## config.mk

```make
export PLATFORM = sky130hd
export DESIGN_NAME = dma_ctl_arbiter
export DESIGN_NICKNAME = d
export VERILOG_FILES = /design/src/rtl/dma_ctl_pkg.sv /design/src/rtl/dma_wr_decode.sv /design/src/rtl/dma_state_regs.sv /design/src/rtl/dma_prio_grant.sv /design/src/rtl/dma_ctl_arbiter.sv
export SDC_FILE = /design/constraint.sdc
export NUM_CORES = 1
export LEC_CHECK = 0
export CAP_MARGIN = 20
export CELL_PAD_IN_SITES_DETAIL_PLACEMENT = 0
export CELL_PAD_IN_SITES_GLOBAL_PLACEMENT = 1
export CORE_MARGIN = 1
export CORE_UTILIZATION = 30
export CTS_CLUSTER_SIZE = 28
export DETAILED_ROUTE_END_ITERATION = 6
export PLACE_DENSITY_LB_ADDON = 0.25
export SLEW_MARGIN = 20
export SYNTH_ARGS = -nofsm -noshare
export SYNTH_HDL_FRONTEND = slang
export SYNTH_SLANG_ARGS = --single-unit
```

## constraint.sdc

```tcl
create_clock -name clk -period 1.95 [get_ports clk]
set_clock_uncertainty 0.1 [all_clocks]
set_input_delay 0.195 -clock clk [delete_from_list [all_inputs] [get_ports clk]]
set_output_delay 0.195 -clock clk [all_outputs]
set_load 0.02 [all_outputs]
```

## src/rtl/dma_ctl_pkg.sv

```systemverilog
package dma_ctl_pkg;
  localparam int DMA_NCH  = 4;
  localparam int DMA_DW   = 8;
  localparam int DMA_AW   = 3;
  localparam int DMA_SELW = $clog2(DMA_NCH);
  localparam int CMD_DIS_BIT = 2;
  localparam logic [DMA_DW-1:0] CMD_ALLOWED = 8'h04;

  typedef enum logic [DMA_AW-1:0] {
    OFS_CMD     = 3'd0,
    OFS_SWREQ   = 3'd1,
    OFS_SMASK   = 3'd2,
    OFS_MODE    = 3'd3,
    OFS_PCLR    = 3'd4,
    OFS_MCLR    = 3'd5,
    OFS_UNMASK  = 3'd6,
    OFS_MASKALL = 3'd7
  } ofs_e;

  typedef struct packed {
    logic cmd;
    logic swreq;
    logic smask;
    logic mode;
    logic pclr;
    logic mclr;
    logic unmask;
    logic maskall;
  } wr_strobe_t;
endpackage

```

## src/rtl/dma_wr_decode.sv

```systemverilog
module dma_wr_decode
  import dma_ctl_pkg::*;
(
  input  logic              wr_en,
  input  logic [DMA_AW-1:0] addr,
  output wr_strobe_t        st
);
  always_comb begin
    st = '0;
    if (wr_en) begin
      case (ofs_e'(addr))
        OFS_CMD:     st.cmd     = 1'b1;
        OFS_SWREQ:   st.swreq   = 1'b1;
        OFS_SMASK:   st.smask   = 1'b1;
        OFS_MODE:    st.mode    = 1'b1;
        OFS_PCLR:    st.pclr    = 1'b1;
        OFS_MCLR:    st.mclr    = 1'b1;
        OFS_UNMASK:  st.unmask  = 1'b1;
        OFS_MASKALL: st.maskall = 1'b1;
        default:     st = '0;
      endcase
    end
  end
endmodule

```

## src/rtl/dma_state_regs.sv

```systemverilog
module dma_state_regs
  import dma_ctl_pkg::*;
(
  input  logic                      clk,
  input  logic                      rst_n,
  input  wr_strobe_t                st,
  input  logic                      rd_en,
  input  logic [DMA_AW-1:0]         addr,
  input  logic [DMA_DW-1:0]         wdata,
  input  logic [DMA_NCH-1:0]        hold_i,
  input  logic [DMA_NCH-1:0]        drop_i,
  input  logic [DMA_NCH-1:0]        tc_i,
  output logic [DMA_NCH-1:0]        mask_o,
  output logic [DMA_NCH-1:0]        req_o,
  output logic                      dis_o,
  output logic [DMA_NCH*DMA_DW-1:0] mode_o,
  output logic [DMA_DW-1:0]         rdata_o,
  output logic                      ptr_clr_o
);
  localparam int STW = 2 * DMA_NCH;

  logic [STW-1:0]     stat_q, stat_d;
  logic [DMA_NCH-1:0] mask_q, mask_d;
  logic [DMA_DW-1:0]  cmd_q, cmd_d;
  logic [DMA_DW-1:0]  rdata_q, rdata_d;
  logic               ptr_clr_q, ptr_clr_d;
  logic [DMA_SELW-1:0] sel;
  logic               cmd_ok;
  logic               rd_stat;

  assign sel     = wdata[DMA_SELW-1:0];
  assign cmd_ok  = (wdata & ~CMD_ALLOWED) == '0;
  assign rd_stat = rd_en && (ofs_e'(addr) == OFS_CMD);

  // status next state: read clear, hardware events, software request, master clear
  always_comb begin
    stat_d = stat_q;
    if (rd_stat) stat_d[DMA_NCH-1:0] = '0;
    for (int c = 0; c < DMA_NCH; c++) begin
      if (hold_i[c]) stat_d[c+DMA_NCH] = 1'b1;
      if (drop_i[c]) stat_d[c+DMA_NCH] = 1'b0;
      if (tc_i[c])   stat_d[c]         = 1'b1;
    end
    if (st.swreq) begin
      stat_d[int'(sel)+DMA_NCH] = wdata[2];
      stat_d[int'(sel)]         = 1'b0;
    end
    if (st.mclr) stat_d = '0;
  end

  always_comb begin
    mask_d = mask_q;
    if (st.smask)   mask_d[sel] = wdata[2];
    if (st.unmask)  mask_d = '0;
    if (st.maskall) mask_d = wdata[DMA_NCH-1:0];
    if (st.mclr)    mask_d = '1;
  end

  always_comb begin
    cmd_d = cmd_q;
    if (st.cmd && cmd_ok) cmd_d = wdata;
    if (st.mclr)          cmd_d = '0;
  end

  always_comb begin
    case (ofs_e'(addr))
      OFS_CMD:   rdata_d = stat_q;
      OFS_SWREQ: rdata_d = {{(DMA_DW-DMA_NCH){1'b0}}, mask_q};
      default:   rdata_d = '0;
    endcase
  end

  assign ptr_clr_d = st.pclr | st.mclr;

  always_ff @(posedge clk or negedge rst_n) begin
    if (!rst_n) begin
      stat_q    <= '0;
      mask_q    <= '1;
      cmd_q     <= '0;
      rdata_q   <= '0;
      ptr_clr_q <= 1'b0;
    end else begin
      stat_q    <= stat_d;
      mask_q    <= mask_d;
      cmd_q     <= cmd_d;
      ptr_clr_q <= ptr_clr_d;
      if (rd_en) rdata_q <= rdata_d;
    end
  end

  // per-channel mode bytes with explicit enables
  for (genvar c = 0; c < DMA_NCH; c++) begin : g_mode
    logic [DMA_DW-1:0] mode_q;
    logic              mode_en;
    assign mode_en = st.mode && (sel == c[DMA_SELW-1:0]);
    always_ff @(posedge clk or negedge rst_n) begin
      if (!rst_n)       mode_q <= '0;
      else if (mode_en) mode_q <= wdata;
    end
    assign mode_o[c*DMA_DW +: DMA_DW] = mode_q;
  end

  assign mask_o    = mask_q;
  assign req_o     = stat_q[STW-1:DMA_NCH];
  assign dis_o     = cmd_q[CMD_DIS_BIT];
  assign rdata_o   = rdata_q;
  assign ptr_clr_o = ptr_clr_q;

  assert_mclr_state_R6: assert property (@(posedge clk) disable iff (!rst_n)
    $past(st.mclr) |-> (mask_q == '1 && stat_q == '0 && cmd_q == '0));

  assert_cmd_reject_R1: assert property (@(posedge clk) disable iff (!rst_n)
    $past(st.cmd && !cmd_ok) |-> $stable(cmd_q));

  assert_rd_clears_low_R8: assert property (@(posedge clk) disable iff (!rst_n)
    $past(rd_stat && tc_i == '0) |-> (stat_q[DMA_NCH-1:0] == '0));

  assert_ptr_pulse_R5: assert property (@(posedge clk) disable iff (!rst_n)
    $past(st.pclr) |-> ptr_clr_o);
endmodule

```

## src/rtl/dma_prio_grant.sv

```systemverilog
module dma_prio_grant
  import dma_ctl_pkg::*;
(
  input  logic               clk,
  input  logic               rst_n,
  input  logic [DMA_NCH-1:0] mask_i,
  input  logic [DMA_NCH-1:0] req_i,
  input  logic               dis_i,
  output logic [DMA_NCH-1:0] grant_o
);
  logic [DMA_NCH-1:0] elig, seen, pick;
  logic [DMA_NCH-1:0] grant_q, grant_d;

  assign elig = req_i & ~mask_i;

  for (genvar c = 0; c < DMA_NCH; c++) begin : g_scan
    if (c == 0) begin : g_first
      assign seen[c] = elig[c];
      assign pick[c] = elig[c];
    end else begin : g_rest
      assign seen[c] = seen[c-1] | elig[c];
      assign pick[c] = elig[c] & ~seen[c-1];
    end
  end

  always_comb begin
    grant_d = dis_i ? '0 : pick;
  end

  always_ff @(posedge clk or negedge rst_n) begin
    if (!rst_n) grant_q <= '0;
    else        grant_q <= grant_d;
  end

  assign grant_o = grant_q;

  assert_grant_onehot_R11: assert property (@(posedge clk) disable iff (!rst_n)
    $onehot0(grant_q));

  assert_grant_qualified_R11: assert property (@(posedge clk) disable iff (!rst_n)
    (grant_q & ($past(mask_i) | ~$past(req_i))) == '0);

  assert_grant_off_R12: assert property (@(posedge clk) disable iff (!rst_n)
    $past(dis_i) |-> (grant_q == '0));
endmodule

```

## src/rtl/dma_ctl_arbiter.sv

```systemverilog
module dma_ctl_arbiter
  import dma_ctl_pkg::*;
(
  input  logic                      clk,
  input  logic                      rst_n,
  input  logic                      wr_en,
  input  logic                      rd_en,
  input  logic [DMA_AW-1:0]         addr,
  input  logic [DMA_DW-1:0]         wdata,
  output logic [DMA_DW-1:0]         rdata,
  input  logic [DMA_NCH-1:0]        hreq_hold,
  input  logic [DMA_NCH-1:0]        hreq_drop,
  input  logic [DMA_NCH-1:0]        tc_hit,
  output logic [DMA_NCH*DMA_DW-1:0] mode_bus,
  output logic                      ptr_clr,
  output logic [DMA_NCH-1:0]        grant
);
  logic [1:0]         rsync_q;
  logic               rst_n_i;
  wr_strobe_t         st;
  logic [DMA_NCH-1:0] mask_w, req_w;
  logic               dis_w;

  always_ff @(posedge clk or negedge rst_n) begin
    if (!rst_n) rsync_q <= '0;
    else        rsync_q <= {rsync_q[0], 1'b1};
  end
  assign rst_n_i = rsync_q[1];

  dma_wr_decode u_dec (
    .wr_en (wr_en),
    .addr  (addr),
    .st    (st)
  );

  dma_state_regs u_regs (
    .clk       (clk),
    .rst_n     (rst_n_i),
    .st        (st),
    .rd_en     (rd_en),
    .addr      (addr),
    .wdata     (wdata),
    .hold_i    (hreq_hold),
    .drop_i    (hreq_drop),
    .tc_i      (tc_hit),
    .mask_o    (mask_w),
    .req_o     (req_w),
    .dis_o     (dis_w),
    .mode_o    (mode_bus),
    .rdata_o   (rdata),
    .ptr_clr_o (ptr_clr)
  );

  dma_prio_grant u_arb (
    .clk     (clk),
    .rst_n   (rst_n_i),
    .mask_i  (mask_w),
    .req_i   (req_w),
    .dis_i   (dis_w),
    .grant_o (grant)
  );
endmodule

```

; Yosys cells after proc, flatten, opt, wreduce, memory -nomap -nowiden
; Cells that the tools add are included.
[word_totals]
inputBits = 27
reg_bits = 62
output_inout_bits = 45
mem_bits_rw = 0
mem_count = 0
mem_bits_ro = 0
latch_bits = 0
[classes]
div_mod_pow = 0
bitwise = 13
reduce_logical = 14
n_shift = 0
eq_ne = 10
n_mul = 0
order_cmp = 6
n_mux = 40
n_addsub = 1
[ops]
columns = operator, count
row1 = 32-bit by 1-bit >= comparator with 1-bit output (second input constant), 1
row2 = 32-bit by 5-bit < comparator with 1-bit output (second input constant), 1
row3 = 4-bit two-way mux, 6
row4 = 8-bit two-way mux, 3
row5 = 1-bit two-way mux, 23
row6 = 8-bit case mux with 2 select lines, 1
row7 = 3-bit equality test (second input constant), 4
row8 = 1-bit logical AND, 9
row9 = 8-bit AND, 1
row10 = 8-bit bitwise mux, 1
row11 = 8-bit zero test, 1
row12 = 4-bit NOT with 8-bit output, 1
row13 = 3-bit by 2-bit equality test with 1-bit output (second input constant), 2
row14 = 3-bit two-way mux, 2
row15 = 2-bit by 3-bit adder with 4-bit output (second input constant), 1
row16 = 4-bit AND, 1
row17 = 4-bit bitwise mux, 1
row18 = 1-bit demux with 2-bit select, 2
row19 = 2-bit equality test (second input constant), 2
row20 = 2-bit by 1-bit >= comparator with 1-bit output (second input constant), 2
row21 = 2-bit by 4-bit < comparator with 1-bit output (second input constant), 1
row22 = 4-bit NOT, 1
row23 = 4-bit nonzero test, 1
row24 = 1-bit AND, 3
row25 = 9 further kinds, 13

; Depth between registers and ports, before layout
; Gate-level depths: netlist of run 1.
[depth]
depth_word = 9
ltp_mapped = 5
ltp_nobuf = 3

; Modules after synthesis
; Synthesis of run 1 repeated with hierarchy kept, for this count alone.
[unflattened]
hier_cells = 209
hier_area_um2 = 2652.5
[modules_own_cells]
columns = module, cells_per_inst, n_inst, area_each_um2
row1 = dma_state_regs, 186, 1, 2318.5
row2 = dma_prio_grant, 12, 1, 185.2
row3 = dma_wr_decode, 8, 1, 95.1
row4 = dma_ctl_arbiter, 3, 1, 53.8

; Least setup slack after synthesis of run 1
; No wires, ideal clock.
[synth_timing]
kind = input -> register
startpoint = input wr_en
endpoint = register u_regs.g_mode[2].mode_q[3]
cell_stages = 4
n_path_buf = 1
t_arrival_ns = 1.117
slack_ns = 0.608
path_cell_list = buf_4 nand2_2 nor3b_4 mux2_2
[synth_via]
elab_chain_cells = 2
[synth_lines]
columns = item, line
row1 = from (decl), dma_ctl_arbiter.sv:6  ; input logic wr_en,
row2 = 8-bit two-way mux, dma_wr_decode.sv:10  ; if (wr_en) begin
row3 = 1-bit logical AND, dma_state_regs.sv:95  ; assign mode_en = st.mode && (sel == c[DMA_SELW-1:0]);
row4 = to (signal assigned), dma_state_regs.sv:98  ; else if (mode_en) mode_q <= wdata;
row5 = to (decl), dma_state_regs.sv:93  ; logic [DMA_DW-1:0] mode_q;
; No other way between the ends.
; A chain may end at the register's enable or synchronous reset.

; Final worst setup path of run 1
[layout_timing]
startpoint = register u_regs.g_mode[1].mode_q[3]
endpoint = output mode_bus[11]
[layout_rtl]
columns = item, line
row1 = from (decl), dma_state_regs.sv:93
row2 = from (signal assigned), dma_state_regs.sv:98
row3 = to (decl), dma_ctl_arbiter.sv:14  ; output logic [DMA_NCH*DMA_DW-1:0] mode_bus,
; No word-level cell between the ends.

==> impl_metrics.env, run 1 <==
export IMPL_gr_total_overflow=0
export IMPL_synthCells=212
export IMPL_syn_area_sq_mm=0.002660
export IMPL_fmax_mhz=617.5
export IMPL_tightest_slew_ps=535.5
export IMPL_area_growth_pct=49.76
export IMPL_totalWireLength_mm=6.662
export IMPL_final_layout_size_suffix_gt1_share_pct=31.90
export IMPL_row_count=33
export IMPL_fin_cells=431
export IMPL_dp_hpwl_mm=4.794
export IMPL_cts_sinks=60
export IMPL_path_class="flip-flop to primary output"
export IMPL_start_kind="flip-flop"
export IMPL_cp_top_family="buffers and inverters"
export IMPL_root_buffer="clkbuf_8"
export IMPL_ys_seq_area_share_pct=56.63
export IMPL_grt_pass1_wl_mm=10.70
export IMPL_p_total_mw=3.583
export IMPL_period_needed_ps=1619
export IMPL_crit_chain="clkdlybuf4s50_1"
export IMPL_ir_drop_uv=499.7
export IMPL_synth_fp_nets=239
export IMPL_cp_slowest_cell="clkdlybuf4s50_1"
export IMPL_start_util_pct=31.74
export IMPL_slew_violations=0
export IMPL_power_density_mw_per_mm2=899.3
export IMPL_antennaDiodeCount=0
export IMPL_post_cts_setup_buffer_count=0
export IMPL_vias_per_cell=4.696
export IMPL_post_route_drc_count=0
export IMPL_clkTransAtPathRegs_ps=70
export IMPL_clk_latency_ps=330
export IMPL_drv_cap=0
export IMPL_grt_pass1_vias=2068
export IMPL_endpoint_kind="primary output"
export IMPL_hold_violations=0
export IMPL_cts_tree="done"
export IMPL_numCtsBuffers=9
export IMPL_setup_viol=0
export IMPL_io_buffer_count=71
export IMPL_coreArea_sq_mm=0.008382
export IMPL_synth_async_reset_ratio_pct=100.0
export IMPL_antenna_left=0
export IMPL_post_route_cell_area_sq_mm=0.003984
export IMPL_status="finished clean"
export IMPL_cts_buffer_depth=2
export IMPL_place_inst=414
export IMPL_layout_cells_most_common="clkdlybuf4s50_1"
export IMPL_worstHoldPathType="flip-flop to asynchronous set/reset pin"
export IMPL_synth_edff_count=0
export IMPL_pre_cts_ws_ps=-12.49
export IMPL_die_h_microns=96.17
export IMPL_drt_iter0_drc=128
export IMPL_dieArea_sq_mm=0.009248
export IMPL_crit_required_ps=1650
export IMPL_ys_types=51
export IMPL_gp_congestion=0.8142
export IMPL_fin_crit_sh_pct=83.05
export IMPL_slowest_delay_ps=610
export IMPL_critPathBufInv=1
export IMPL_leakage_nw=1.715
export IMPL_wire_per_inst_microns=15.46
export IMPL_cts_max_level=3
export IMPL_dpl_instance_area_sq_mm=0.003757
export IMPL_grt_setup_unrepaired="false"
export IMPL_antenna_found_initial=0
export IMPL_final_nets=348
export IMPL_syn_avg_cell_area_sq_um=12.55
export IMPL_ys_warn_count=0
export IMPL_drtPass1Iterations=4
export IMPL_post_cts_resized=0
export IMPL_slew_limit_headroom_pct=63.97
export IMPL_worst_slack_ps=330.5
export IMPL_io_pins=72
export IMPL_vias=2024
export IMPL_synth_main_ff_cell="dfrtp_1"
export IMPL_postLayoutCoreUtil_pct=47.53
export IMPL_ys_ff_latch=60
export IMPL_mostFrequentLayoutCells="clkdlybuf4s50_1, dfrtp_1, buf_4, mux2_2"
export IMPL_grt_max_degree=52
export IMPL_crit_fanout=2
export IMPL_cp_arrival_ps=1320
export IMPL_fp_dieW_microns=96.17
export IMPL_grt_usage_pct=15.98
[worst reg2reg max path: stages (launching register included)]
cell and delay (ps):
dfstp_2 570, nand2b_1 140, nand3b_1 90, nor4_1 160
[cells in the mapped netlist, types with 2 or more instances]
cell type,instances,area (sq um)
nor2b_1,5,31.28
nand2_1,2,7.510
nor2_1,6,22.52
o21ai_0,11,55.05
and4b_1,2,20.02
dfstp_2,4,105.1
clkbuf_1,2,7.510
or2_2,4,25.02
mux2_2,30,337.8
a32oi_1,4,35.03
o22ai_1,2,12.51
nand3b_1,3,22.52
inv_1,11,41.29
and2_1,3,18.77
buf_6,3,33.78
nand2b_1,2,12.51
nand3_1,7,35.03
a21oi_1,7,35.03
buf_2,5,25.02
dfrtp_1,56,1401
nor3_4,2,32.53
nor3_1,7,35.03
nor3b_1,2,15.01
a211oi_1,2,15.01
nor4_1,4,25.02
[per-stage QoR]
step	hold slack, ps	setup TNS (ps)
after floorplan	-200.6	0
after global placement	25.18	-108.4
after detailed placement	24.92	-19.42
after CTS	29.96	0
after global routing	47.18	0
final	21.82	0
[where the power goes]
| part | leakage, nW | switching [mW] | internal (mW) |
|---|---|---|---|
| clock network | 0.102 | 0.503 | 0.719 |
| logic | 0.859 | 0.387 | 0.453 |
| registers | 0.753 | 0.100 | 1.42 |
[cell type report]
class,instances,area (sq um)
Sequential cell,60,1508
Clock buffer,10,127.6
Tap cell,105,131.4
Multi-Input combinational cell,130,1039
Clock inverter,6,88.84
Inverter,11,41.29
Fill cell,787,4398
Timing Repair Buffer,109,1049
[routing by layer]
| layer | up-vias | track usage, % | routed length (microns) |
|---|---|---|---|
| met5 | - | 0 | 0 |
| met4 | 0 | 3.731 | 34 |
| met3 | 4 | 7.109 | 517 |
| met2 | 71 | 24.53 | 3041 |
| met1 | 967 | 20.61 | 3069 |
| li1 | 982 | - | - |
[flip-flops by register name (all words and copies together), names as in the netlist]
register	count
u_regs.g_mode.mode_q	32
u_regs.rdata_o	8
u_regs.stat_q	8
u_arb.grant_o	4
u_regs.mask_o	4
rsync_q	2
u_regs.cmd_q	1
u_regs.ptr_clr_o	1
[final timing paths]
kind,start,slack [ps],depth (start not counted),to
worst max-delay path,u_regs.g_mode[1].mode_q[3],330,1,mode_bus[11]
worst min-delay path,rsync_q[1],20,0,u_regs.ptr_clr_o
worst max register to register,u_regs.mask_o[2],790,3,u_arb.grant_o[3]
worst min register to register,rsync_q[1],20,0,u_regs.ptr_clr_o
max in group asynchronous,rsync_q[1],1140,1,u_regs.mask_o[2]
min in group clk,rsync_q[0],250,0,rsync_q[1]
[cell families (layout without fill, tap and decap cells)]
logic type | Yosys count | in the layout | share of synthesized area, %
AO/OA/AOI/OAI | 34 | 34 | 8.231
flip-flops | 60 | 60 | 56.63
multiplexers | 30 | 30 | 12.70
buffers and inverters | 22 | 136 | 4.327
other | 1 | 1 | 0.1410
AND/OR/NAND/NOR | 65 | 65 | 17.97
[repair_timing]
item | CTS | global route
endpoints found under the setup margin | 0 | 0
hold endpoints to repair | 2 | 0
hold buffers | 1 | 0
No activity file was read; power rests on OpenSTA's default activity.
==> run 2, diff against run 1 <==
==> constraint.sdc (replaced) <==
create_clock -name clk -period 1.6 [get_ports clk]
set_clock_uncertainty 0.1 [all_clocks]
set_input_delay 0.16 -clock clk [delete_from_list [all_inputs] [get_ports clk]]
set_output_delay 0.16 -clock clk [all_outputs]
set_load 0.02 [all_outputs]
==> run 2 against run 1 <==
Die area is the same; clock-buffer cell count is 1 higher; wire length grew 0.81%; sequential share of layout area down 1.2 points; utilization is 1.5 points higher; power up 21%; critical path type unchanged; critical endpoint is now mode_bus[6]; largest cell class unchanged; largest power group unchanged; highest routed layer unchanged.
==> impl_metrics.env, run 2 (synthesis results as in run 1) <==
export IMPL_status="finished clean"
export IMPL_period_needed_ps=1551
export IMPL_grt_setup_unrepaired="false"
export IMPL_dp_hpwl_mm=5.035
export IMPL_numCtsBuffers=9
export IMPL_drtPass1Iterations=4
export IMPL_antennaDiodeCount=0
export IMPL_final_nets=355
export IMPL_cp_arrival_ps=1290
export IMPL_row_count=33
export IMPL_cts_sinks=60
export IMPL_crit_chain="clkdlybuf4s50_1"
export IMPL_setup_viol=0
export IMPL_worstHoldPathType="flip-flop to asynchronous set/reset pin"
export IMPL_cts_tree="done"
export IMPL_grt_usage_pct=15.98
export IMPL_path_class="flip-flop to primary output"
export IMPL_slew_limit_headroom_pct=64.52
export IMPL_vias=2058
export IMPL_mostFrequentLayoutCells="dfrtp_1, clkdlybuf4s50_1, buf_4, mux2_2, dlymetal6s2s_1"
export IMPL_tightest_slew_ps=532.2
export IMPL_totalWireLength_mm=6.716
export IMPL_grt_max_degree=23
export IMPL_ir_drop_uv=622.5
export IMPL_leakage_nw=2.080
export IMPL_reg2reg_to="u_arb.grant_o[3]"
export IMPL_final_layout_size_suffix_gt1_share_pct=33.93
export IMPL_r2r_slack_ps=430
export IMPL_cp_top_family="buffers and inverters"
export IMPL_antenna_left=0
export IMPL_drv_cap=0
export IMPL_root_buffer="clkbuf_8"
export IMPL_grt_pass1_vias=2079
export IMPL_io_buffer_count=71
export IMPL_dpl_instance_area_sq_mm=0.003822
export IMPL_wire_per_inst_microns=15.33
export IMPL_gr_total_overflow=0
export IMPL_worst_slack_ps=49.24
export IMPL_grt_pass1_wl_mm=10.73
export IMPL_antenna_found_initial=0
export IMPL_start_kind="flip-flop"
export IMPL_fmax_mhz=644.8
export IMPL_largest_reg_flops=32
export IMPL_gp_congestion=0.7882
export IMPL_cts_max_level=3
export IMPL_r2r_start="u_regs.mask_o[2]"
export IMPL_layout_cells_most_common="dfrtp_1"
export IMPL_crit_required_ps=1340
export IMPL_critPathBufInv=1
export IMPL_coreArea_sq_mm=0.008382
export IMPL_area_growth_pct=54.56
export IMPL_pre_cts_ws_ps=-443.4
export IMPL_endpoint_kind="primary output"
export IMPL_start_util_pct=31.74
export IMPL_die_h_microns=96.17
export IMPL_largest_register="u_regs.g_mode.mode_q"
export IMPL_hold_violations=0
export IMPL_slowest_delay_ps=610
export IMPL_cp_slowest_cell="clkdlybuf4s50_1"
export IMPL_io_pins=72
export IMPL_cts_buffer_depth=2
export IMPL_power_density_mw_per_mm2=1050
export IMPL_fin_cells=438
export IMPL_crit_fanout=2
export IMPL_r2r_cells=3
export IMPL_fin_crit_sh_pct=96.92
export IMPL_slew_violations=0
export IMPL_fp_dieW_microns=96.17
export IMPL_post_cts_setup_buffer_count=0
export IMPL_vias_per_cell=4.699
export IMPL_place_inst=421
export IMPL_p_total_mw=4.318
export IMPL_post_route_drc_count=0
export IMPL_tns_ps=0
export IMPL_dieArea_sq_mm=0.009248
export IMPL_clk_latency_ps=340
export IMPL_post_route_cell_area_sq_mm=0.004111
export IMPL_drt_iter0_drc=93
export IMPL_clkTransAtPathRegs_ps=70
-- run 2: area by class of cell --
class                   count  area, sq um
fillers                   776         4270
clock buffers              11        131.4
flip-flops and latches     60         1508
well taps                 105        131.4
repair buffers            116         1171
clock inverters             5        77.57
inverters                  11        41.29
multi-input cells         130         1051
-- run 2: worst max path at each step --
stage,start,endpoint,slack (ps),depth (start not counted)
final,u_regs.g_mode[0].mode_q[6],mode_bus[6],50,1
after global routing,u_regs.g_mode[1].mode_q[6],mode_bus[14],2,1
after CTS,u_regs.g_mode[2].mode_q[3],mode_bus[19],0.2,1
after detailed placement,wr_en,u_regs.cmd_q[2],-440,6
after global placement,wr_en,u_regs.cmd_q[2],-510,6
after floorplan,wr_en,u_regs.g_mode[2].mode_q[3],290,4
-- run 2: report_power, final --
group / total, mW / internal (mW) / leakage (nW) / switching [mW]
clock: 1.45 / 0.872 / 0.103 / 0.576
sequential: 1.86 / 1.73 / 0.753 / 0.126
combinational: 1.01 / 0.545 / 1.22 / 0.468
-- run 2: repair_timing --
item	in CTS	in global routing
hold buffers	1	0
hold endpoints to repair	2	0
endpoints found under the setup margin	1	25
gates resized for setup	1	25
-- run 2: per-layer routing --
layer | up-vias | GRT usage [%] | wire length (microns)
met3 | 9 | 5.450 | 424
li1 | 994 | - | -
met2 | 60 | 25.12 | 3120
met1 | 995 | 20.26 | 3094
met4 | 0 | 5.970 | 78
met5 | - | 0 | 0
-- run 2: per-stage QoR --
step,util (%),hold WS (ps)
after floorplan,-,-235.6
after global placement,45.60,163.9
after detailed placement,45.60,167.9
after CTS,48.29,173.9
after global routing,49.05,199.4
final,49.05,152.3
-- run 2: worst reg2reg max path, stage by stage (launching register included) --
cell and delay, ps:
dfstp_2 570, nand2b_1 140, nand3b_1 80, nor4_1 170
==> run 3, diff against run 2 <==
--- a/config.mk
+++ b/config.mk
@@ -9,7 +9,7 @@
 export CELL_PAD_IN_SITES_DETAIL_PLACEMENT = 0
 export CELL_PAD_IN_SITES_GLOBAL_PLACEMENT = 1
 export CORE_MARGIN = 1
-export CORE_UTILIZATION = 30
+export CORE_UTILIZATION = 38
 export CTS_CLUSTER_SIZE = 28
 export DETAILED_ROUTE_END_ITERATION = 6
 export PLACE_DENSITY_LB_ADDON = 0.25
==> run 3 against run 2 <==
Cell area is essentially flat; register-to-register slack worse by 20 ps; sequential share of layout area barely moved; combinational power barely moved; via count is 0.87% higher; clock-buffer cell count unchanged; global-route usage up 2.9 points; highest routed layer unchanged.
==> impl_metrics.env, run 3 (synthesis results as in run 1) <==
export IMPL_status="finished clean"
export IMPL_vias=2076
export IMPL_grt_pass1_wl_mm=10.41
export IMPL_period_needed_ps=1560
export IMPL_worstHoldPathType="flip-flop to asynchronous set/reset pin"
export IMPL_tns_ps=0
export IMPL_r2r_slack_ps=410
export IMPL_hold_violations=0
export IMPL_dp_hpwl_mm=4.600
export IMPL_grt_max_degree=59
export IMPL_dieArea_sq_mm=0.007338
export IMPL_start_kind="flip-flop"
export IMPL_antenna_found_initial=0
export IMPL_ir_drop_uv=572.0
export IMPL_numCtsBuffers=9
export IMPL_final_layout_size_suffix_gt1_share_pct=34.04
export IMPL_worst_slack_ps=40.37
export IMPL_endpoint_kind="primary output"
export IMPL_clk_latency_ps=340
export IMPL_fmax_mhz=641.2
export IMPL_io_buffer_count=71
export IMPL_leakage_nw=2.037
export IMPL_row_count=30
export IMPL_place_inst=411
export IMPL_cp_arrival_ps=1300
export IMPL_fp_dieW_microns=85.67
export IMPL_cts_tree="done"
export IMPL_p_total_mw=4.432
export IMPL_cts_sinks=60
export IMPL_post_route_drc_count=0
export IMPL_coreArea_sq_mm=0.006794
export IMPL_drt_iter0_drc=79
export IMPL_path_class="flip-flop to primary output"
export IMPL_mostFrequentLayoutCells="dfrtp_1, clkdlybuf4s50_1, buf_4, mux2_2, dlymetal6s2s_1"
export IMPL_root_buffer="clkbuf_8"
export IMPL_antennaDiodeCount=0
export IMPL_fin_crit_sh_pct=97.48
export IMPL_largest_reg_flops=32
export IMPL_power_density_mw_per_mm2=1077
export IMPL_cts_buffer_depth=2
export IMPL_start_util_pct=39.15
export IMPL_setup_viol=0
export IMPL_critPathBufInv=1
export IMPL_slew_violations=0
export IMPL_grt_setup_unrepaired="true"
export IMPL_crit_chain="clkdlybuf4s50_1"
export IMPL_crit_required_ps=1340
export IMPL_postLayoutCoreUtil_pct=60.55
export IMPL_vias_per_cell=4.850
export IMPL_totalWireLength_mm=6.440
export IMPL_area_growth_pct=54.66
export IMPL_cp_top_family="buffers and inverters"
export IMPL_grt_usage_pct=18.93
export IMPL_cts_max_level=3
export IMPL_final_nets=354
export IMPL_die_h_microns=85.67
export IMPL_fin_cells=428
export IMPL_wire_per_inst_microns=15.05
export IMPL_slowest_delay_ps=600
export IMPL_cp_slowest_cell="clkdlybuf4s50_1"
export IMPL_io_pins=72
export IMPL_drtPass1Iterations=4
export IMPL_clkTransAtPathRegs_ps=70
export IMPL_largest_register="u_regs.g_mode.mode_q"
export IMPL_crit_fanout=2
export IMPL_grt_pass1_vias=2072
export IMPL_drv_cap=0
export IMPL_pre_cts_ws_ps=-354.7
export IMPL_layout_cells_most_common="dfrtp_1"
export IMPL_antenna_left=0
export IMPL_gp_congestion=0.8574
export IMPL_gr_total_overflow=0
-- run 3: what timing repair did --
action	4_1_cts	5_1_grt
hold buffers	1	0
endpoints found under the hold margin	2	0
gates resized for setup	0	24
setup endpoints to repair	0	32
buffers inserted	0	0
-- run 3: cell type report --
type | instances | area (sq um)
Fill cell | 577 | 2680
Sequential cell | 60 | 1508
Timing Repair Buffer | 115 | 1162
Multi-Input combinational cell | 130 | 1047
Clock buffer | 11 | 151.4
Tap cell | 96 | 120.1
Clock inverter | 5 | 83.83
Inverter | 11 | 41.29
-- run 3: stage by stage --
step / area [sq um] / hold slack (ps)
after floorplan: 2661 / -235.6
after global placement: 3804 / 174.1
after detailed placement: 3804 / 180.5
after CTS: 4049 / 182.6
after global routing: 4114 / 187.6
final: 4114 / 144.5
-- run 3: final timing paths --
kind / from / endpoint / cells after the start
max in group asynchronous: rst_n / rsync_q[1] / 2
max: u_regs.g_mode[1].mode_q[1] / mode_bus[9] / 1
min: rsync_q[1] / u_regs.g_mode[0].mode_q[1] / 1
max reg2reg: u_regs.mask_o[2] / u_arb.grant_o[3] / 3
min reg2reg: rsync_q[1] / u_regs.g_mode[0].mode_q[1] / 1
min in group clk: wdata[0] / u_regs.mask_o[1] / 4
-- run 3: where the power goes --
| group | internal (mW) | switching [mW] | total [mW] |
|---|---|---|---|
| Clock | 0.964 | 0.602 | 1.57 |
| Sequential | 1.73 | 0.114 | 1.84 |
| Combinational | 0.546 | 0.477 | 1.02 |
| Total | 3.24 | 1.19 | 4.43 |
-- run 3: per-layer routing --
metal  global-route usage (%)  vias up  part of all wire, %
met4                    9.545        0                  2.0
met1                    23.91     1005                   44
met5                        0        -                    0
li1                         -      991                    -
met2                    29.89       68                   47
met3                    5.294       12                  6.9
